`config.mk`:
```
export PLATFORM = sky130hd
export DESIGN_NAME = dual_break_unit
export DESIGN_NICKNAME = d
export VERILOG_FILES = /design/src/rtl/dual_break_unit.sv
export SDC_FILE = /design/constraint.sdc
export NUM_CORES = 1
export LEC_CHECK = 0
export BUFFER_PORTS_ARGS = -buffer_cell sky130_fd_sc_hd__buf_2
export CELL_PAD_IN_SITES_DETAIL_PLACEMENT = 1
export CELL_PAD_IN_SITES_GLOBAL_PLACEMENT = 1
export CORE_MARGIN = 10
export CORE_UTILIZATION = 50
export DETAILED_ROUTE_END_ITERATION = 6
export PLACE_DENSITY_LB_ADDON = 0.1
export SLEW_MARGIN = 40
export SYNTH_ARGS = -nofsm -noshare
export SYNTH_HDL_FRONTEND = slang
export SYNTH_SLANG_ARGS = --single-unit
```
`constraint.sdc`:
```
create_clock -name clk -period 3.5 [get_ports clk]
set_clock_uncertainty 0.2 [all_clocks]
set_input_delay 0.35 -clock clk [delete_from_list [all_inputs] [get_ports clk]]
set_output_delay 0.35 -clock clk [all_outputs]
set_load 0.05 [all_outputs]
```
`src/rtl/dual_break_unit.sv`:
```
module dual_break_unit #(
  parameter int AW = 16
) (
  input  logic          clk,
  input  logic          rst_n,
  input  logic          reg_wr,
  input  logic [2:0]    reg_sel,
  input  logic [AW-1:0] reg_wdata,
  output logic [AW-1:0] reg_rdata,
  input  logic          acc_valid,
  input  logic [AW-1:0] acc_addr,
  input  logic          acc_fetch,
  input  logic          retire,
  output logic          brk_core,
  output logic          brk_dbg
);
  logic [AW-1:0] a_cmp, a_msk, b_cmp, b_msk;
  logic [1:0]    a_kind, b_kind;
  logic          dbg_en, seq_mode, b_after;
  logic          st_a, st_b, armed, pend;

  wire [1:0] acc_kind = acc_fetch ? 2'b01 : 2'b10;
  wire hit_a = acc_valid && (((acc_addr ^ a_cmp) & ~a_msk) == '0) && |(a_kind & acc_kind);
  wire hit_b = acc_valid && (((acc_addr ^ b_cmp) & ~b_msk) == '0) && |(b_kind & acc_kind);

  wire b_take      = hit_b && (!seq_mode || armed);
  wire pend_set    = b_take && b_after && acc_fetch;
  wire fire_a      = hit_a && !seq_mode;
  wire fire_b_now  = b_take && !(b_after && acc_fetch);
  wire fire_b_late = pend && retire;
  wire fire        = fire_a || fire_b_now || fire_b_late;

  wire ctl_wr = reg_wr && (reg_sel == 3'd6);
  wire st_wr  = reg_wr && (reg_sel == 3'd7);

  always_ff @(posedge clk) begin
    if (ctl_wr) {b_after, seq_mode} <= reg_wdata[2:1];
  end

  always_ff @(posedge clk or negedge rst_n) begin
    if (!rst_n) begin
      a_cmp <= '0; a_msk <= '0; b_cmp <= '0; b_msk <= '0;
      a_kind <= '0; b_kind <= '0; dbg_en <= 1'b0;
      st_a <= 1'b0; st_b <= 1'b0; armed <= 1'b0; pend <= 1'b0;
      brk_core <= 1'b0; brk_dbg <= 1'b0;
    end else begin
      if (reg_wr) begin
        case (reg_sel)
          3'd0: a_cmp  <= reg_wdata;
          3'd1: a_msk  <= reg_wdata;
          3'd2: b_cmp  <= reg_wdata;
          3'd3: b_msk  <= reg_wdata;
          3'd4: a_kind <= reg_wdata[1:0];
          3'd5: b_kind <= reg_wdata[1:0];
          3'd6: dbg_en <= reg_wdata[0];
          default: ;
        endcase
      end

      if (ctl_wr)                 armed <= 1'b0;
      else if (hit_a && seq_mode) armed <= 1'b1;
      else if (b_take)            armed <= 1'b0;

      if (pend_set)         pend <= 1'b1;
      else if (fire_b_late) pend <= 1'b0;

      if (fire) begin
        st_a <= fire_a;
        st_b <= fire_b_now || fire_b_late;
      end else if (st_wr) begin
        st_a <= st_a && reg_wdata[0];
        st_b <= st_b && reg_wdata[1];
      end

      brk_core <= fire && !dbg_en;
      brk_dbg  <= fire && dbg_en;
    end
  end

  always_comb begin
    reg_rdata = '0;
    case (reg_sel)
      3'd0: reg_rdata = a_cmp;
      3'd1: reg_rdata = a_msk;
      3'd2: reg_rdata = b_cmp;
      3'd3: reg_rdata = b_msk;
      3'd4: reg_rdata[1:0] = a_kind;
      3'd5: reg_rdata[1:0] = b_kind;
      3'd6: reg_rdata[2:0] = {b_after, seq_mode, dbg_en};
      default: reg_rdata[2:0] = {armed, st_b, st_a};
    endcase
  end
endmodule


```
==> results of run 1 <==
## worst min-delay path by stage
stage,start,endpoint,slack (ns),cells past startpoint
detailed placement,rst_n,b_cmp[1],0.21,1
finish,retire,pend,0.04,2
CTS,retire,pend,0.03,2
global route,retire,pend,0.04,2
floorplan,rst_n,a_cmp[0],-0.15,0
global placement,rst_n,b_kind[1],0.21,1
## through the flow
| stage | instances | setup WS (ns) | instance area (um2) |
|---|---|---|---|
| 2_1_floorplan | 300 | 0.882 | 3980 |
| 3_3_place_gp | 453 | 0.927 | 4390 |
| 3_5_place_dp | 453 | 0.902 | 4390 |
| 4_1_cts | 469 | 0.891 | 4590 |
| 5_1_grt | 469 | 0.958 | 4590 |
| 6_report | 469 | 1.11 | 4590 |
## area by class of cell
| type | count | share of cell area, % |
|---|---|---|
| flip-flops and latches | 77 | 42.2 |
| repair buffers | 65 | 7.57 |
| well taps | 102 | 2.78 |
| clock inverters | 1 | 0.654 |
| clock buffers | 14 | 3.54 |
| multi-input cells | 207 | 43.0 |
| inverters | 3 | 0.245 |
## power by group
group / internal [mW] / switching, mW
combinational: 0.376 / 0.354
clock: 0.366 / 0.307
sequential: 1.07 / 0.157
total: 1.82 / 0.818
## flip-flops by register name, summed over array words and instances, names as in the netlist, 2 cells and up
| register | cells |
|---|---|
| b_kind | 2 |
| b_cmp | 16 |
| b_msk | 16 |
| a_kind | 2 |
| a_msk | 16 |
| a_cmp | 16 |
## cell usage after synthesis, types with 2 or more instances
library cell   n
dfrtp_1       75
mux2_2        72
xnor2_1       32
o22ai_1       16
mux4_2        14
nor2b_1       14
nand2_1       10
clkbuf_1       7
o21ai_0        7
buf_2          4
nor2_1         4
a21oi_1        3
inv_1          3
mux2i_1        3
nand2b_1       3
buf_1          2
edfxtp_1       2
nor3_2         2
nor4_1         2
or2_2          2
or4_4          2
## routing by layer
layer | track usage, % | vias up
met5 | 0 | -
met4 | 6.32 | 0
met3 | 4.19 | 17
met2 | 30.2 | 50
met1 | 21.8 | 1382
li1 | - | 1239
## kinds of logic (layout without fill, tap and decap cells)
kind of cell | after synthesis | count (layout)
buffers and inverters | 16 | 83
AO/OA/AOI/OAI | 38 | 38
XOR/XNOR | 32 | 32
AND/OR/NAND/NOR | 48 | 48
flip-flops | 77 | 77
multiplexers | 89 | 89
## timing repair
| item | CTS | global route |
|---|---|---|
| setup endpoints to repair | 0 | 0 |
| hold buffers | 1 | 0 |
| gates resized for setup | 0 | 0 |
| hold endpoints to repair | 26 | 0 |
==> flow_metrics.tcl, run 1 <==
set metrics [dict create \
    holdCritPathClass "in -> reg" \
    ys.flop_type "dfrtp_1" \
    layout_commonest_cell "dfrtp_1" \
    diodes 0 \
    path_common_cell "buf_2" \
    critPathCaptureType "output pin" \
    path_class "in -> out" \
    syn_area_per_cell_um2 13.3 \
    reg2reg_to "brk_dbg" \
    dieArea_um2 11900 \
    grt_util_all_layers_pct 17.8 \
    synthXorXnorAreaFrac_pct 7.04 \
    fill_cells 792 \
    cts_setup_buffers 0 \
    vias 2688 \
    port_buffers 58 \
    drtPass1Iterations 4 \
    grt_start_max_net_pins 31 \
    max_slew.worst_pin.slew_ns 0.695 \
    clk_pin_slew_worst_paths_ns 0.08 \
    power_density_nw_per_um2 573 \
    antenna_found_initial 0 \
    synth-adder-area-share_pct 0 \
    slowest_stage "buf_2" \
    wl_per_cell_um 21.6 \
    multi_input_area_um2 1980 \
    syn_area_um2 3980 \
    route.met3.wl_um 485 \
    cts_made_buffers 9 \
    grt_pass1_wl_um 16300 \
    timing.rr.start "a_cmp[1]" \
    setup.worst_path.start "reg_sel[1]" \
    setup_viol 0 \
    crit_chain "buf_2 > mux2_2 > o31ai_1 > a21oi_1 > buf_2" \
    finalMaxSlewViolations 0 \
    synth_top_area_share_pct 47.2 \
    fmax_ghz 0.418 \
    ant_nets 0 \
    hold_viol_final 0 \
    r2r_setup_slack_ns 1.22 \
    die_y_um 109 \
    clk_latency_ns 0.35 \
    layout_min_cycle_time_ns 2.39 \
    cts_tree "built" \
    grt_pass1_vias 3049 \
    p_total_mw 2.63 \
    synth_area_leaders "dfrtp_1, mux2_2, mux4_2" \
    synth_largest_area_cell "dfrtp_1" \
    met1Wirelength_um 4360 \
    leakage_nw 1.95 \
    cts.sinks 77 \
    die_w_um 109 \
    outcome "completed" \
    critPathTopFamily "buffers and inverters" \
    start_util_pct 51.5 \
    fin_crit_sh_pct 68.4 \
    cpPeakStageDelay_ns 0.54 \
    syn_to_final_growth_pct 15.4 \
    cp-endpoint "reg_rdata[0]" \
    irDropWorstVdd_mv 0.324 \
    syn_inst 300 \
    rsz0062_at_grt "false" \
    worstPathRequired_ns 2.95 \
    dr.max_layer_used "met4" \
    final_core_util_pct 59.4 \
    dp_hpwl_um 7350 \
    synth_warnings 0 \
    fin_tns_setup_ns 0 \
    grt-ovfl-total 0 \
    maxCapViolCount 0 \
    clk_path_buf_depth 2 \
    rows 32 \
    wl_um 10100 \
    synth.distinct_cells 42 \
    coreArea_um2 7730 \
    fin_hold_ws_ns 0.0381 \
    wl_met2_um 5090 \
    synth_mux_area_share_pct 29.1 \
    async_flop_share_pct 97.4 \
    final_cell_mix "dfrtp_1, mux2_2, buf_2" \
    drtIter0Drc 69 \
    synth_compound_area_share_pct 6.26 \
    clockRootBuffer "clkbuf_8" \
    cp-start-kind "input port" \
    seqCellArea_um2 1940 \
    ios 59 \
    cp_num_cells 5 \
    cp_num_buf_inv 2 \
    gp_congestion 0.781 \
    synth_nets 341 \
    layout-drive-gt1-share_pct 46.3 \
    reg2reg_depth 5 \
    via_per_inst 5.73 \
    synth_edf_count 2 \
    yosys.area_share.simple_pct 7.33 \
    cts_max_level 3 \
    crit_arrival_ns 1.84 \
    timing.slew.headroom_pct 53.7 \
    ys_seq_area_share_pct 48.7 \
    ys_ff_latch 77 \
    crit_fanout 29 \
    synth_top_family_by_area "multiplexers" \
    drc 0 \
    nNetsFinal 404 \
]
Power figures use the tool's default switching activity.
==> inputs of run 2 (changes only) <==
--- a/config.mk
+++ b/config.mk
@@ -9,7 +9,7 @@
 export CELL_PAD_IN_SITES_DETAIL_PLACEMENT = 1
 export CELL_PAD_IN_SITES_GLOBAL_PLACEMENT = 1
 export CORE_MARGIN = 10
-export CORE_UTILIZATION = 50
+export CORE_UTILIZATION = 42
 export DETAILED_ROUTE_END_ITERATION = 6
 export PLACE_DENSITY_LB_ADDON = 0.1
 export SLEW_MARGIN = 40
==> constraint.sdc (replaced) <==
create_clock -name clk -period 2.18 [get_ports clk]
set_clock_uncertainty 0.2 [all_clocks]
set_input_delay 0.218 -clock clk [delete_from_list [all_inputs] [get_ports clk]]
set_output_delay 0.218 -clock clk [all_outputs]
set_load 0.05 [all_outputs]
==> flow_metrics.tcl, run 2 (synthesis gave the netlist of run 1 again) <==
set metrics [dict create \
    grt_pass1_vias 3112 \
    switching_share_pct 31.6 \
    syn_to_final_growth_pct 26.7 \
    path_class "reg -> reg" \
    switchingPower_mw 1.41 \
    wl_per_cell_um 20.5 \
    grt_start_max_net_pins 76 \
    final_core_util_pct 54.5 \
    die_y_um 117 \
    cts.sinks 77 \
    clk_path_buf_depth 2 \
    clk_pin_slew_worst_paths_ns 0.08 \
    finalMaxSlewViolations 0 \
    ios 59 \
    via_per_inst 5.29 \
    fin_cells 529 \
    grt-ovfl-total 0 \
    dp_cells 494 \
    final_cell_mix "dfrtp_1, mux2_2, buf_2" \
    fill_cells 962 \
    grt_util_met2_pct 25.9 \
    share_comb_of_total_power_pct 29.3 \
    setup_viol 1 \
    clk_latency_ns 0.36 \
    irDropWorstVdd_mv 0.379 \
    gp_congestion 0.742 \
    leakage_nw 2.15 \
    cts_tree "built" \
    multi_input_area_um2 2040 \
    pwr-share-clk_pct 26.5 \
    top_usage_layer "met2" \
    rsz0062_at_grt "true" \
    drtPass1Iterations 6 \
    timing.slew.headroom_pct 70.8 \
    maxCapViolCount 0 \
    vias 2801 \
    power_density_nw_per_um2 882 \
    p_total_mw 4.45 \
    nNetsFinal 436 \
    fmax_ghz 0.456 \
    grt_pass1_wl_um 17700 \
    outcome "finished, violations left" \
    crit_arrival_ns 2.24 \
    ant_nets 0 \
    drtIter0Drc 64 \
    dp_hpwl_um 7900 \
    rows 35 \
    worst_slack_ns -0.0152 \
    seqCellArea_um2 1940 \
    max_slew.worst_pin.slew_ns 0.437 \
    hold_viol_final 0 \
    holdCritPathClass "in -> reg" \
    p_int_mw 3.04 \
    antenna_found_initial 0 \
    layout_min_cycle_time_ns 2.20 \
    dieArea_um2 13800 \
    grt_util_all_layers_pct 16.0 \
    die_w_um 117 \
    drc 0 \
    cp-start-kind "flip-flop" \
    start_util_pct 43.1 \
    worstPathRequired_ns 2.23 \
    wl_um 10900 \
    critPathCaptureType "flip-flop" \
    clockRootBuffer "clkbuf_8" \
    failed_checks "setup timing" \
    diodes 0 \
    met3_usage_pct 2.97 \
    power.share.sequential_pct 44.3 \
    layout-drive-gt1-share_pct 51.7 \
    coreArea_um2 9240 \
    layout_commonest_cell "dfrtp_1" \
    crit_fanout 4 \
    port_buffers 58 \
    fin_crit_sh_pct 101 \
    use_met1_pct 21.0 \
    cts_max_level 3 \
    cts_made_buffers 9 \
    pre_cts_ws_ns -0.0516 \
]
-- run 2: worst paths after layout --
check                      cells after the start  slack [ns]         to       from
min                                            3        0.03       pend  acc_fetch
max                                            5       -0.02       st_b   a_cmp[1]
max in group asynchronous                      3        1.20  a_msk[14]      rst_n
max reg2reg                                    5       -0.02       st_b   a_cmp[1]
min reg2reg                                    1        0.31   brk_core     dbg_en
min in group asynchronous                      3        0.20  b_kind[1]      rst_n
-- run 2: metrics by stage --
stage | hold slack, ns | cell area (um2) | setup TNS (ns)
after floorplan | -0.278 | 4030 | 0
after global placement | 0.0936 | 4610 | -0.0154
after detailed placement | 0.0928 | 4610 | -0.0842
after CTS | 0.0185 | 5020 | -0.0687
after global routing | 0.0697 | 5040 | -0.261
final | 0.0298 | 5040 | -0.0152
-- run 2: cell type report --
class	count	share of cell area (%)
Clock inverter	3	0.844
Multi-Input combinational cell	207	40.6
Timing Repair Buffer	97	13.4
Inverter	3	0.223
Tap cell	129	3.20
Sequential cell	77	38.4
Clock buffer	13	3.35
-- run 2: repair_timing --
action,4_1_cts,5_1_grt
pin swaps,2,2
setup buffers,1,0
hold buffers,18,0
gates resized for setup,1,7
setup endpoints to repair,3,6
hold endpoints to repair,135,0
-- run 2: power by group through the flow --
stage          combinational, mW  clock (mW)  sequential, mW
6_report                    1.30        1.18            1.97
5_1_grt                     1.41        1.27            2.01
4_1_cts                     1.31        1.21            1.97
3_5_place_dp                1.26           0            2.00
3_3_place_gp                1.24           0            1.98
2_1_floorplan              0.919           0            1.92
-- run 2: metal layers --
layer | routed length, um | part of all wire, %
met4 | 125 | 1.2
met5 | 0 | 0
met2 | 5330 | 49
met3 | 314 | 2.9
met1 | 5100 | 47
-- run 2: worst max-delay path: stages, from the launching register on --
cell	delay, ns
dfrtp_1	0.42
xnor2_2	0.14
o22ai_2	0.11
or4_4	0.55
or4_4	0.51
a21o_1	0.17
